## src/rtl/coh_regs_pkg.sv

```systemverilog
package coh_regs_pkg;

    localparam int DATA_W   = 32;
    localparam int OFS_CTRL = 'h00;
    localparam int OFS_CFG  = 'h04;
    localparam int OFS_PWR  = 'h08;
    localparam int OFS_INV  = 'h0C;
    localparam int OFS_FLO  = 'h40;
    localparam int OFS_FHI  = 'h44;
    localparam int OFS_ACS  = 'h50;
    localparam int OFS_ACN  = 'h54;

    typedef enum logic [2:0] {
        SEL_CTRL,
        SEL_CFG,
        SEL_PWR,
        SEL_RAZ,
        SEL_MISS
    } reg_sel_e;

    typedef struct packed {
        reg_sel_e   sel;
        logic [1:0] lane;
    } dec_t;

    typedef struct packed {
        logic              ok;
        logic [DATA_W-1:0] mask;
    } size_dec_t;

    function automatic size_dec_t decode_size(input logic [2:0] sz);
        size_dec_t r;
        r.ok   = 1'b1;
        r.mask = '0;
        case (sz)
            3'd1:    r.mask = 32'h0000_00FF;
            3'd2:    r.mask = 32'h0000_FFFF;
            3'd4:    r.mask = 32'hFFFF_FFFF;
            default: r.ok   = 1'b0;
        endcase
        return r;
    endfunction

    function automatic logic [DATA_W-1:0] cfg_word(input int n);
        logic [DATA_W-1:0] ones;
        ones = (DATA_W'(1) << n) - DATA_W'(1);
        return (ones << 4) | DATA_W'(n - 1);
    endfunction

endpackage

```

## src/rtl/coh_addr_decode.sv

```systemverilog
module coh_addr_decode
    import coh_regs_pkg::*;
#(
    parameter int ADDR_W = 8
) (
    input  logic [ADDR_W-1:0] addr,
    output dec_t              dec
);
    always_comb begin
        dec.lane = addr[1:0];
        dec.sel  = SEL_MISS;
        if (addr == ADDR_W'(OFS_CTRL))
            dec.sel = SEL_CTRL;
        else if (addr == ADDR_W'(OFS_CFG))
            dec.sel = SEL_CFG;
        else if (addr >= ADDR_W'(OFS_PWR) && addr <= ADDR_W'(OFS_PWR + 3))
            dec.sel = SEL_PWR;
        else if (addr == ADDR_W'(OFS_INV) || addr == ADDR_W'(OFS_FLO) ||
                 addr == ADDR_W'(OFS_FHI) || addr == ADDR_W'(OFS_ACS) ||
                 addr == ADDR_W'(OFS_ACN))
            dec.sel = SEL_RAZ;
    end
endmodule

```

## src/rtl/coh_pwr_status.sv

```systemverilog
module coh_pwr_status
    import coh_regs_pkg::*;
(
    input  logic              clk,
    input  logic              rst,
    input  logic              we,
    input  logic [1:0]        lane,
    input  logic [DATA_W-1:0] mask,
    input  logic [DATA_W-1:0] wdata,
    output logic [DATA_W-1:0] status
);
    logic [4:0]        shamt;
    logic [DATA_W-1:0] lane_mask;
    logic [DATA_W-1:0] lane_data;

    always_comb begin
        shamt     = {lane, 3'b000};
        lane_mask = mask << shamt;
        lane_data = (wdata & mask) << shamt;
    end

    always_ff @(posedge clk) begin
        if (rst)
            status <= '0;
        else if (we)
            status <= (status & ~lane_mask) | lane_data;
    end

    // a write starting above lane 0 never disturbs byte 0
    p_low_byte_kept_r5: assert property (@(posedge clk) disable iff (rst)
        (we && lane != 2'd0) |=> status[7:0] == $past(status[7:0]));
endmodule

```

## src/rtl/coh_read_port.sv

```systemverilog
module coh_read_port
    import coh_regs_pkg::*;
#(
    parameter int N_CORES = 1
) (
    input  logic              clk,
    input  logic              rst,
    input  logic              rd_en,
    input  dec_t              dec,
    input  logic              ctrl,
    input  logic [DATA_W-1:0] status,
    output logic [DATA_W-1:0] rdata
);
    localparam logic [DATA_W-1:0] CFG = cfg_word(N_CORES);

    logic [DATA_W-1:0] rd_val;

    always_comb begin
        case (dec.sel)
            SEL_CTRL: rd_val = {{(DATA_W-1){1'b0}}, ctrl};
            SEL_CFG:  rd_val = CFG;
            SEL_PWR:  rd_val = status >> {dec.lane, 3'b000};
            default:  rd_val = '0;
        endcase
    end

    always_ff @(posedge clk) begin
        if (rst)
            rdata <= '0;
        else if (rd_en)
            rdata <= rd_val;
    end

    p_cfg_value_r3: assert property (@(posedge clk) disable iff (rst)
        (rd_en && dec.sel == SEL_CFG) |=> rdata == CFG);

    p_inert_zero_r7: assert property (@(posedge clk) disable iff (rst)
        (rd_en && dec.sel == SEL_RAZ) |=> rdata == '0);

    p_miss_zero_r8: assert property (@(posedge clk) disable iff (rst)
        (rd_en && dec.sel == SEL_MISS) |=> rdata == '0);

    p_rdata_hold_r9: assert property (@(posedge clk) disable iff (rst)
        !rd_en |=> $stable(rdata));
endmodule

```

## src/rtl/coh_ctrl_regs.sv

```systemverilog
module coh_ctrl_regs
    import coh_regs_pkg::*;
#(
    parameter int N_CORES = 1,
    parameter int ADDR_W  = 8
) (
    input  logic              clk,
    input  logic              rst,
    input  logic              rd_en,
    input  logic              wr_en,
    input  logic [ADDR_W-1:0] addr,
    input  logic [2:0]        size,
    input  logic [DATA_W-1:0] wdata,
    output logic [DATA_W-1:0] rdata,
    output logic              size_err,
    output logic              dec_err
);
    dec_t              dec;
    size_dec_t         sdec;
    logic              wr_ok;
    logic              ctrl_q;
    logic [DATA_W-1:0] status;

    coh_addr_decode #(.ADDR_W(ADDR_W)) u_dec (
        .addr (addr),
        .dec  (dec)
    );

    always_comb begin
        sdec  = decode_size(size);
        wr_ok = wr_en && sdec.ok;
    end

    coh_pwr_status u_pwr (
        .clk    (clk),
        .rst    (rst),
        .we     (wr_ok && dec.sel == SEL_PWR),
        .lane   (dec.lane),
        .mask   (sdec.mask),
        .wdata  (wdata),
        .status (status)
    );

    coh_read_port #(.N_CORES(N_CORES)) u_rd (
        .clk    (clk),
        .rst    (rst),
        .rd_en  (rd_en),
        .dec    (dec),
        .ctrl   (ctrl_q),
        .status (status),
        .rdata  (rdata)
    );

    always_ff @(posedge clk) begin
        if (rst) begin
            ctrl_q   <= 1'b0;
            size_err <= 1'b0;
            dec_err  <= 1'b0;
        end else begin
            if (wr_ok && dec.sel == SEL_CTRL)
                ctrl_q <= wdata[0];
            size_err <= wr_en && !sdec.ok;
            dec_err  <= (rd_en || wr_en) && dec.sel == SEL_MISS;
        end
    end

    p_bad_size_drop_r6: assert property (@(posedge clk) disable iff (rst)
        (wr_en && !sdec.ok) |=> size_err && $stable(status) && $stable(ctrl_q));

    p_inert_no_err_r7: assert property (@(posedge clk) disable iff (rst)
        ((rd_en || wr_en) && dec.sel == SEL_RAZ) |=> !dec_err);

    p_miss_keeps_state_r8: assert property (@(posedge clk) disable iff (rst)
        (wr_en && dec.sel == SEL_MISS) |=> dec_err && $stable(status) && $stable(ctrl_q));

    initial p_core_range: assert (N_CORES >= 1 && N_CORES <= 4);
endmodule

```

## config.mk

```make
export PLATFORM = sky130hd
export DESIGN_NAME = coh_ctrl_regs
export DESIGN_NICKNAME = d
export VERILOG_FILES = /design/src/rtl/coh_regs_pkg.sv /design/src/rtl/coh_addr_decode.sv /design/src/rtl/coh_pwr_status.sv /design/src/rtl/coh_read_port.sv /design/src/rtl/coh_ctrl_regs.sv
export SDC_FILE = /design/constraint.sdc
export NUM_CORES = 1
export LEC_CHECK = 0
export BUFFER_PORTS_ARGS = -buffer_cell sky130_fd_sc_hd__buf_4
export CORE_ASPECT_RATIO = 1.4
export CORE_MARGIN = 5
export CORE_UTILIZATION = 30
export DETAILED_ROUTE_END_ITERATION = 8
export MAX_ROUTING_LAYER = met4
export SLEW_MARGIN = 10
export SYNTH_ARGS = -nofsm -noshare
export SYNTH_HDL_FRONTEND = slang
export SYNTH_SLANG_ARGS = --single-unit
```

## constraint.sdc

```tcl
create_clock -name clk -period 3.4 [get_ports clk]
set_input_delay 0.34 -clock clk [delete_from_list [all_inputs] [get_ports clk]]
set_output_delay 0.34 -clock clk [all_outputs]
set_load 0.05 [all_outputs]
```

==> results.toml, run 1 <==
[run_status]
status = "complete, no violations"

[logic_synthesis]
syn_avg_cell_area_um2 = 8.67
ys_ff_latch = 67
syn_area_um2 = 3500
ys_warn_count = 0
synthCells = 404
synthesis.nets = 451
ys_seq_area_frac = 0.383
yosys.cell_types.count = 48

[layout]
drive_gt1_frac = 0.245
num-fill-cells = 1196
syn2layout_area_growth_pct = 26.5
multi_input_area_um2 = 1990
antennaDiodeCount = 0
regArea_um2 = 1340
layoutNonFillerInstCount = 610
final_core_util = 0.389
nets = 509

[grt]
grt_pass1_vias = 3350
track_usage = 0.163
grt_start_max_net_pins = 56
grt_pass1_wl_um = 17400
grt-ovfl-total = 0
antenna_found_initial = 0

[floorplanning]
fp.dieH_um = 138
die_w_um = 101
fp-row-count = 46
initial_core_util = 0.307
num_io_pins = 81
dieArea_um2 = 14000
core_area_um2 = 11400

[timing]
min_period_ns = 1.90
worst_pin_slew_ns = 0.920
hold_viol = 0
skew_ns = 0.00578
finalMaxSlewViolations = 0
period_share = 0.559
max-slew-margin-rel = 0.386
setup_viol = 0
finalSetupTns_ns = 0
hold_slack_ns = 0.226
rsz0062_at_grt = "no"
timing.fmax_mhz = 526

[setup_path]
critPathMaxFanout = 10
worstPathRequired_ns = 3.67
crit_arrival_ns = 2.18
r2r-start = "u_pwr.status[27]"
critPathLaunchType = "input port"
startpoint = "addr[7]"
cp-end-kind = "flop"
critPathKind = "in2reg"

[clock_tree]
cts-resized-gates = 0
cts_sinks = 67
post-cts-setup-buffers = 0
cts_buffers = 9
cts_tree = "yes"
cts-root-buf = "clkbuf_16"
htreeDepth = 3
holdBufCountCts = 0
clk_path_buf_depth = 2
clk_latency_ns = 0.33
clk_pin_slew_ns = 0.05

[drt]
wl_per_cell_um = 17.2
vias_per_cell = 5.28
wl_um = 10500
drt-pass1-iter-count = 5
drtAntennaViolNets = 0
vias = 3222
drt_drc_violations_left = 0
drtIter0Drc = 239

[power]
powerDensity_nw_per_um2 = 431
ir_drop_v = 0.000172
p_leak_nw = 1.79

[placed_design]
dp.final_hpwl_um = 8220
placed_cells = 595
gp_congestion = 0.866
portBuffers = 80

[hold_path]
min_from = "addr[6]"
hp-class = "in2reg"

[job]
drv_cap = 0
[area by class of cell]
class                      instances  share of cell area
multi-input combinational        299               0.448
sequential                        67               0.303
tap                              144              0.0407
clock inverter                     2             0.00791
timing repair buffer              82               0.139
inverter                           3             0.00254
clock buffer                      13              0.0587
[metal layers]
metal  global-route usage  routed length (µm)
met1                0.192                4580
met5                    -                   0
met2                0.271                5210
met4               0.0769                 265
met3               0.0238                 445
[critical path, stage by stage]
cell	delay, ns
buf_4	0.12
nor4_4	0.42
nand2_2	0.15
nor4b_4	0.58
and2_1	0.37
a22o_2	0.19
[metrics by stage]
stage / worst slack (ns) / total power, mW / instance area [µm²]
floorplan: 1.67 / 0.929 / 3500
global placement: 1.17 / 1.01 / 4140
detailed placement: 1.13 / 1.01 / 4140
CTS: 1.48 / 1.93 / 4430
global route: 1.34 / 1.98 / 4430
finish: 1.50 / 1.91 / 4430
[flip-flops by register name (all words and copies together), names as in the netlist]
register      cells
size_err          1
u_rd.rdata       32
u_pwr.status     32
ctrl_q            1
dec_err           1
[cells by family after synthesis]
kind of cell,after synthesis,synth area share
AND/OR/NAND/NOR,135,0.189
AO/OA/AOI/OAI,119,0.247
flip-flops,67,0.383
multiplexers,42,0.122
buffers and inverters,38,0.0497
XOR/XNOR,3,0.00965
[cell usage after synthesis, drive strengths merged]
master	instances	area, µm²
a21boi	1	7.51
a41o	1	11.3
o311ai	1	8.76
and2	3	18.8
nand2	48	183
clkbuf	16	60.1
nand4	1	6.26
and2b	1	7.51
nand3b	9	67.6
mux2	2	22.5
nor3	3	15.0
dfxtp	67	1340
nor4b	2	32.5
o221ai	8	70.1
or2b	1	7.51
and3	3	21.3
a31oi	4	25.0
o22ai	1	6.26
nor2	42	158
xnor2	2	17.5
nor4bb	1	10.0
o21ai	29	149
xor2	1	16.3
nand3	11	55.1
a22o	24	220
buf	19	103
inv	3	11.3
nor3b	3	22.5
nand2b	2	12.5
nor2b	2	12.5
mux2i	40	404
a32oi	7	61.3
a21oi	11	55.1
o211ai	1	7.51
a2bb2oi	7	61.3
nor4	2	27.5
or3	1	6.26
a22oi	24	180
[power breakdown]
part           switching, mW  internal (mW)  leakage (nW)  total (mW)
clock network          0.315          0.602         0.146       0.917
logic                  0.122         0.0825          1.10       0.204
registers           0.000654          0.788         0.540       0.789
[placed cells by master, fill, tap and decap left out, drive strengths merged, types with 3 or more instances in the layout]
master	Yosys	final
a21oi	11	11
a22o	24	24
a22oi	24	24
a2bb2oi	7	7
a31oi	4	4
a32oi	7	7
and2	3	3
and3	3	3
buf	19	82
clkbuf	16	13
dfxtp	67	67
inv	3	3
mux2i	40	40
nand2	48	48
nand3	11	11
nand3b	9	9
nor2	42	42
nor3	3	3
nor3b	3	3
o21ai	29	29
o221ai	8	8
[worst paths after layout]
| check | end | slack, ns | cells after the start |
|---|---|---|---|
| max | u_pwr.status[11] | 1.50 | 6 |
| min | dec_err | 0.23 | 2 |
| min reg2reg | u_pwr.status[1] | 0.45 | 2 |
| max reg2reg | u_rd.rdata[3] | 2.16 | 4 |
(Power assumes the default switching activity.)
==> run 2, diff against run 1 <==
==> constraint.sdc (replaced) <==
create_clock -name clk -period 1.84 [get_ports clk]
set_input_delay 0.184 -clock clk [delete_from_list [all_inputs] [get_ports clk]]
set_output_delay 0.184 -clock clk [all_outputs]
set_load 0.05 [all_outputs]
==> run 2 against run 1 <==
Effect of this change:
- register-to-register slack worse by 1.5 ns
- sequential share of layout area fell by 1.1 points
- via count increased by 1.0%
- combinational power up 97%
- clock skew decreased by 0.0010 ns
- die area is the same
- power is 100% higher
- cell count rose by 2.6%
- non-clock buffer count up 15
- wire length is 0.38% lower
- utilization is 1.5 points higher
- global-route usage is 0.42 points lower
==> results.toml, run 2 (synthesized netlist as in run 1, its figures left out) <==
[floorplanning]
initial_core_util = 0.307
fp.dieH_um = 138
num_io_pins = 81
fp-row-count = 46
die_w_um = 101
core_area_um2 = 11400
dieArea_um2 = 14000

[hold_path]
hp-class = "in2reg"
min_from = "addr[6]"

[power]
p_leak_nw = 1.89
pwr-share-seq = 0.381
powerDensity_nw_per_um2 = 831
combPwrFrac = 0.105
finalPower_mw = 3.82
pwr-share-clk = 0.514
swShare = 0.218
p_int_mw = 2.99
ir_drop_v = 0.000316
p_switching_mw = 0.835

[timing]
rsz0062_at_grt = "no"
timing.fmax_mhz = 663
max-slew-margin-rel = 0.287
hold_viol = 0
period_share = 0.819
setup_viol = 0
skew_ns = 0.00474
finalMaxSlewViolations = 0
finalSetupTns_ns = 0
min_period_ns = 1.51
worst_pin_slew_ns = 1.05

[setup_path]
cp_cell_sequence = "buf_4 -> nand2b_1 -> a21boi_0 -> o311ai_1 -> nand3b_1 -> o21ai_0"
startpoint = "size[1]"
critPathLaunchType = "input port"
critPathMaxStageDelay_ns = 0.87
critPathMaxFanout = 8
cp.buffers_inverters = 1
critPathKind = "in2reg"
crit_family = "compound AO/OA/AOI/OAI gates"
cp_slowest_cell = "o311ai_1"
cp-end-kind = "flop"
r2r-start = "u_pwr.status[24]"
worstPathRequired_ns = 2.10
crit_arrival_ns = 1.77

[drt]
drtAntennaViolNets = 0
drt-pass1-iter-count = 5
wl_per_cell_um = 16.7
drtIter0Drc = 144
vias_per_cell = 5.20
vias = 3255
drt_drc_violations_left = 0
wl_um = 10500

[layout]
syn2layout_area_growth_pct = 31.5
antennaDiodeCount = 0
nets = 524
layout_commonest_cell = "buf_4"
fin_area_um2 = 4600
num-fill-cells = 1163
reg.largest.list = "u_pwr.status x32, u_rd.rdata x32"
layoutNonFillerInstCount = 626
final_cell_mix = "buf_4, dfxtp_1, nand2_1, nor2_1, mux2i_1"
drive_gt1_frac = 0.270

[clock_tree]
cts_sinks = 67
clk_path_buf_depth = 2
cts_tree = "yes"
cts-resized-gates = 0
holdBufCountCts = 0
htreeDepth = 3
cts-root-buf = "clkbuf_16"
clk_latency_ns = 0.33
cts_buffers = 9
post-cts-setup-buffers = 0
clk_pin_slew_ns = 0.05

[placed_design]
placed_cells = 610
portBuffers = 80
gp_congestion = 0.868
dp.final_hpwl_um = 8410
placed_area_um2 = 4260

[run_status]
status = "complete, no violations"

[grt]
grt_start_max_net_pins = 33
grt-ovfl-total = 0
antenna_found_initial = 0
grt_pass1_wl_um = 17000
track_usage = 0.159
grt_pass1_vias = 3231

[job]
drv_cap = 0
[run 2: cell count changes in the layout (fill, tap and decap cells not counted), sizes merged]
cell,change
clkinvlp,+1
bufinv,+2
clkbuf,-1
buf,+15
clkinv,-1
[run 2: area by class of cell]
class / count / area [µm²] / area share
Multi-Input combinational cell: 299 / 1990 / 0.432
Sequential cell: 67 / 1340 / 0.291
Timing Repair Buffer: 97 / 741 / 0.161
Clock buffer: 12 / 246 / 0.0535
Tap cell: 144 / 180 / 0.0391
Clock inverter: 4 / 97.6 / 0.0212
Inverter: 3 / 11.3 / 0.00245
[run 2: per-stage QoR]
step	utilization	setup slack (ns)	hold WS, ns
after global placement	0.374	0.112	0.399
after global routing	0.404	0.0906	0.0607
after detailed placement	0.374	0.00206	0.403
after floorplan	-	0.262	0.282
final	0.404	0.332	0.0585
after CTS	0.404	0.342	0.0469
[run 2: power groups by stage]
stage	registers [mW]	clock network [mW]	logic, mW
6_report	1.46	1.97	0.401
5_1_grt	1.46	2.05	0.437
4_1_cts	1.46	2.00	0.400
3_5_place_dp	1.49	0	0.399
3_3_place_gp	1.49	0	0.396
2_1_floorplan	1.50	0	0.218
[run 2: metal layers]
metal / track usage / up-vias / share of wire
met3: 0.0294 / 13 / 0.039
met4: 0.0525 / 0 / 0.014
li1: - / 1641 / -
met1: 0.197 / 1522 / 0.45
met2: 0.259 / 79 / 0.50
met5: - / - / 0
[run 2: worst paths after layout]
check	endpoint	slack (ns)	cells past startpoint
worst max-delay path	u_pwr.status[23]	0.33	6
worst min-delay path	dec_err	0.06	2
worst max register to register	u_rd.rdata[0]	0.63	4
worst min register to register	u_pwr.status[3]	0.45	2
==> run 3, diff against run 2 <==
==> constraint.sdc (replaced) <==
create_clock -name clk -period 1.6 [get_ports clk]
set_input_delay 0.16 -clock clk [delete_from_list [all_inputs] [get_ports clk]]
set_output_delay 0.16 -clock clk [all_outputs]
set_load 0.05 [all_outputs]
==> run 3 against run 2 <==
Effect of this change:
- power grew 6.6%
- global-route usage shrank 0.10 points
- register-to-register slack lost 0.22 ns
- clock power shrank 2%
- worst setup slack lost 0.074 ns
- sequential share of layout area shrank 0.071 points
- largest cell class unchanged
- via count grew 0.46%
- critical path depth is the same
- final area grew 0.24%
- first-iteration DRC count grew 15%
- largest power group unchanged
==> results.toml, run 3 (synthesized netlist as in run 1, its figures left out) <==
[timing]
min_period_ns = 1.34
setup_viol = 0
finalSetupTns_ns = 0
hold_viol = 0
worst_pin_slew_ns = 0.566
finalMaxSlewViolations = 0
period_share = 0.839
timing.fmax_mhz = 745
max-slew-margin-rel = 0.621
skew_ns = 0.00520
rsz0062_at_grt = "no"

[clock_tree]
holdBufCountCts = 0
cts_buffers = 9
cts_sinks = 67
clk_pin_slew_ns = 0.05
post-cts-setup-buffers = 0
htreeDepth = 3
cts_tree = "yes"
clk_path_buf_depth = 2
clk_latency_ns = 0.33
cts-root-buf = "clkbuf_16"
cts-resized-gates = 0

[grt]
grt_pass1_vias = 3235
antenna_found_initial = 0
track_usage = 0.158
grt_pass1_wl_um = 16800
grt_start_max_net_pins = 37
grt-ovfl-total = 0

[drt]
drtAntennaViolNets = 0
vias_per_cell = 5.16
wl_um = 10400
drt_drc_violations_left = 0
drtIter0Drc = 165
wl_per_cell_um = 16.5
vias = 3270
drt-pass1-iter-count = 4

[layout]
regArea_um2 = 1340
layoutNonFillerInstCount = 634
nets = 532
reg.largest.list = "u_pwr.status x32, u_rd.rdata x32"
multi_input_area_um2 = 1990
num-fill-cells = 1158
drive_gt1_frac = 0.284
layout_commonest_cell = "buf_4"
syn2layout_area_growth_pct = 31.8
final_cell_mix = "buf_4, dfxtp_1, nand2_1, nor2_1, mux2i_1"
antennaDiodeCount = 0

[setup_path]
cp-end-kind = "flop"
cp.buffers_inverters = 1
critPathKind = "in2reg"
cp_slowest_cell = "nor4_4"
critPathMaxStageDelay_ns = 0.36
critPathMaxFanout = 8
cp_cell_sequence = "buf_4 -> nor4_4 -> nand2_2 -> nor4b_4 -> and2_1 -> a22o_2"
worstPathRequired_ns = 1.87
rrSetupSlack_ns = 0.41
crit_arrival_ns = 1.62
critPathLaunchType = "input port"
crit_family = "simple AND/OR/NAND/NOR gates"

[power]
ir_drop_v = 0.000397
swShare = 0.234
finalPower_mw = 4.08
p_int_mw = 3.12
p_leak_nw = 1.91
combPwrFrac = 0.115
pwr-share-seq = 0.411
pwr-share-clk = 0.474
powerDensity_nw_per_um2 = 883
p_switching_mw = 0.956

[job]
drv_cap = 0

[placed_design]
placed_cells = 618
portBuffers = 80
dp.final_hpwl_um = 8400
gp_congestion = 0.844

[run_status]
status = "complete, no violations"

[floorplanning]
initial_core_util = 0.307
core_area_um2 = 11400
dieArea_um2 = 14000
die_w_um = 101
fp-row-count = 46
num_io_pins = 81
fp.dieH_um = 138

[hold_path]
hp-class = "in2reg"
## run 3: power by group through the flow
stage	clock (mW)	sequential (mW)	combinational, mW
6_report	1.93	1.68	0.470
3_5_place_dp	0	1.71	0.468
5_1_grt	2.04	1.67	0.511
4_1_cts	1.96	1.67	0.470
3_3_place_gp	0	1.71	0.465
2_1_floorplan	0	1.72	0.251
## run 3: metal layers
layer  global-route usage  part of all wire
met5                    -                 0
met4               0.0525             0.021
met3               0.0324             0.042
met2                0.259              0.49
met1                0.192              0.44
## run 3: worst paths after layout
kind	startpoint	to	cells past startpoint
max	addr[7]	u_pwr.status[14]	6
min	addr[6]	dec_err	2
max reg2reg	u_pwr.status[27]	u_rd.rdata[3]	4
min reg2reg	u_pwr.status[0]	u_pwr.status[0]	2
## run 3: metrics by stage
stage                     utilization  worst slack (ns)  hold WS (ns)  cell area (µm²)
after global routing            0.405             0.116        0.0436             4620
after global placement          0.379           -0.0744         0.376             4320
after CTS                       0.405             0.247        0.0217             4620
after detailed placement        0.379           -0.0918         0.374             4320
after floorplan                     -            0.0463         0.258             3500
final                           0.405             0.258        0.0363             4620
## run 3: cell type report
type,instances,share of cell area
clock buffer,11,0.0526
clock inverter,5,0.0114
inverter,3,0.00244
multi-input combinational,299,0.430
sequential,67,0.291
tap,144,0.0390
timing repair buffer,105,0.173
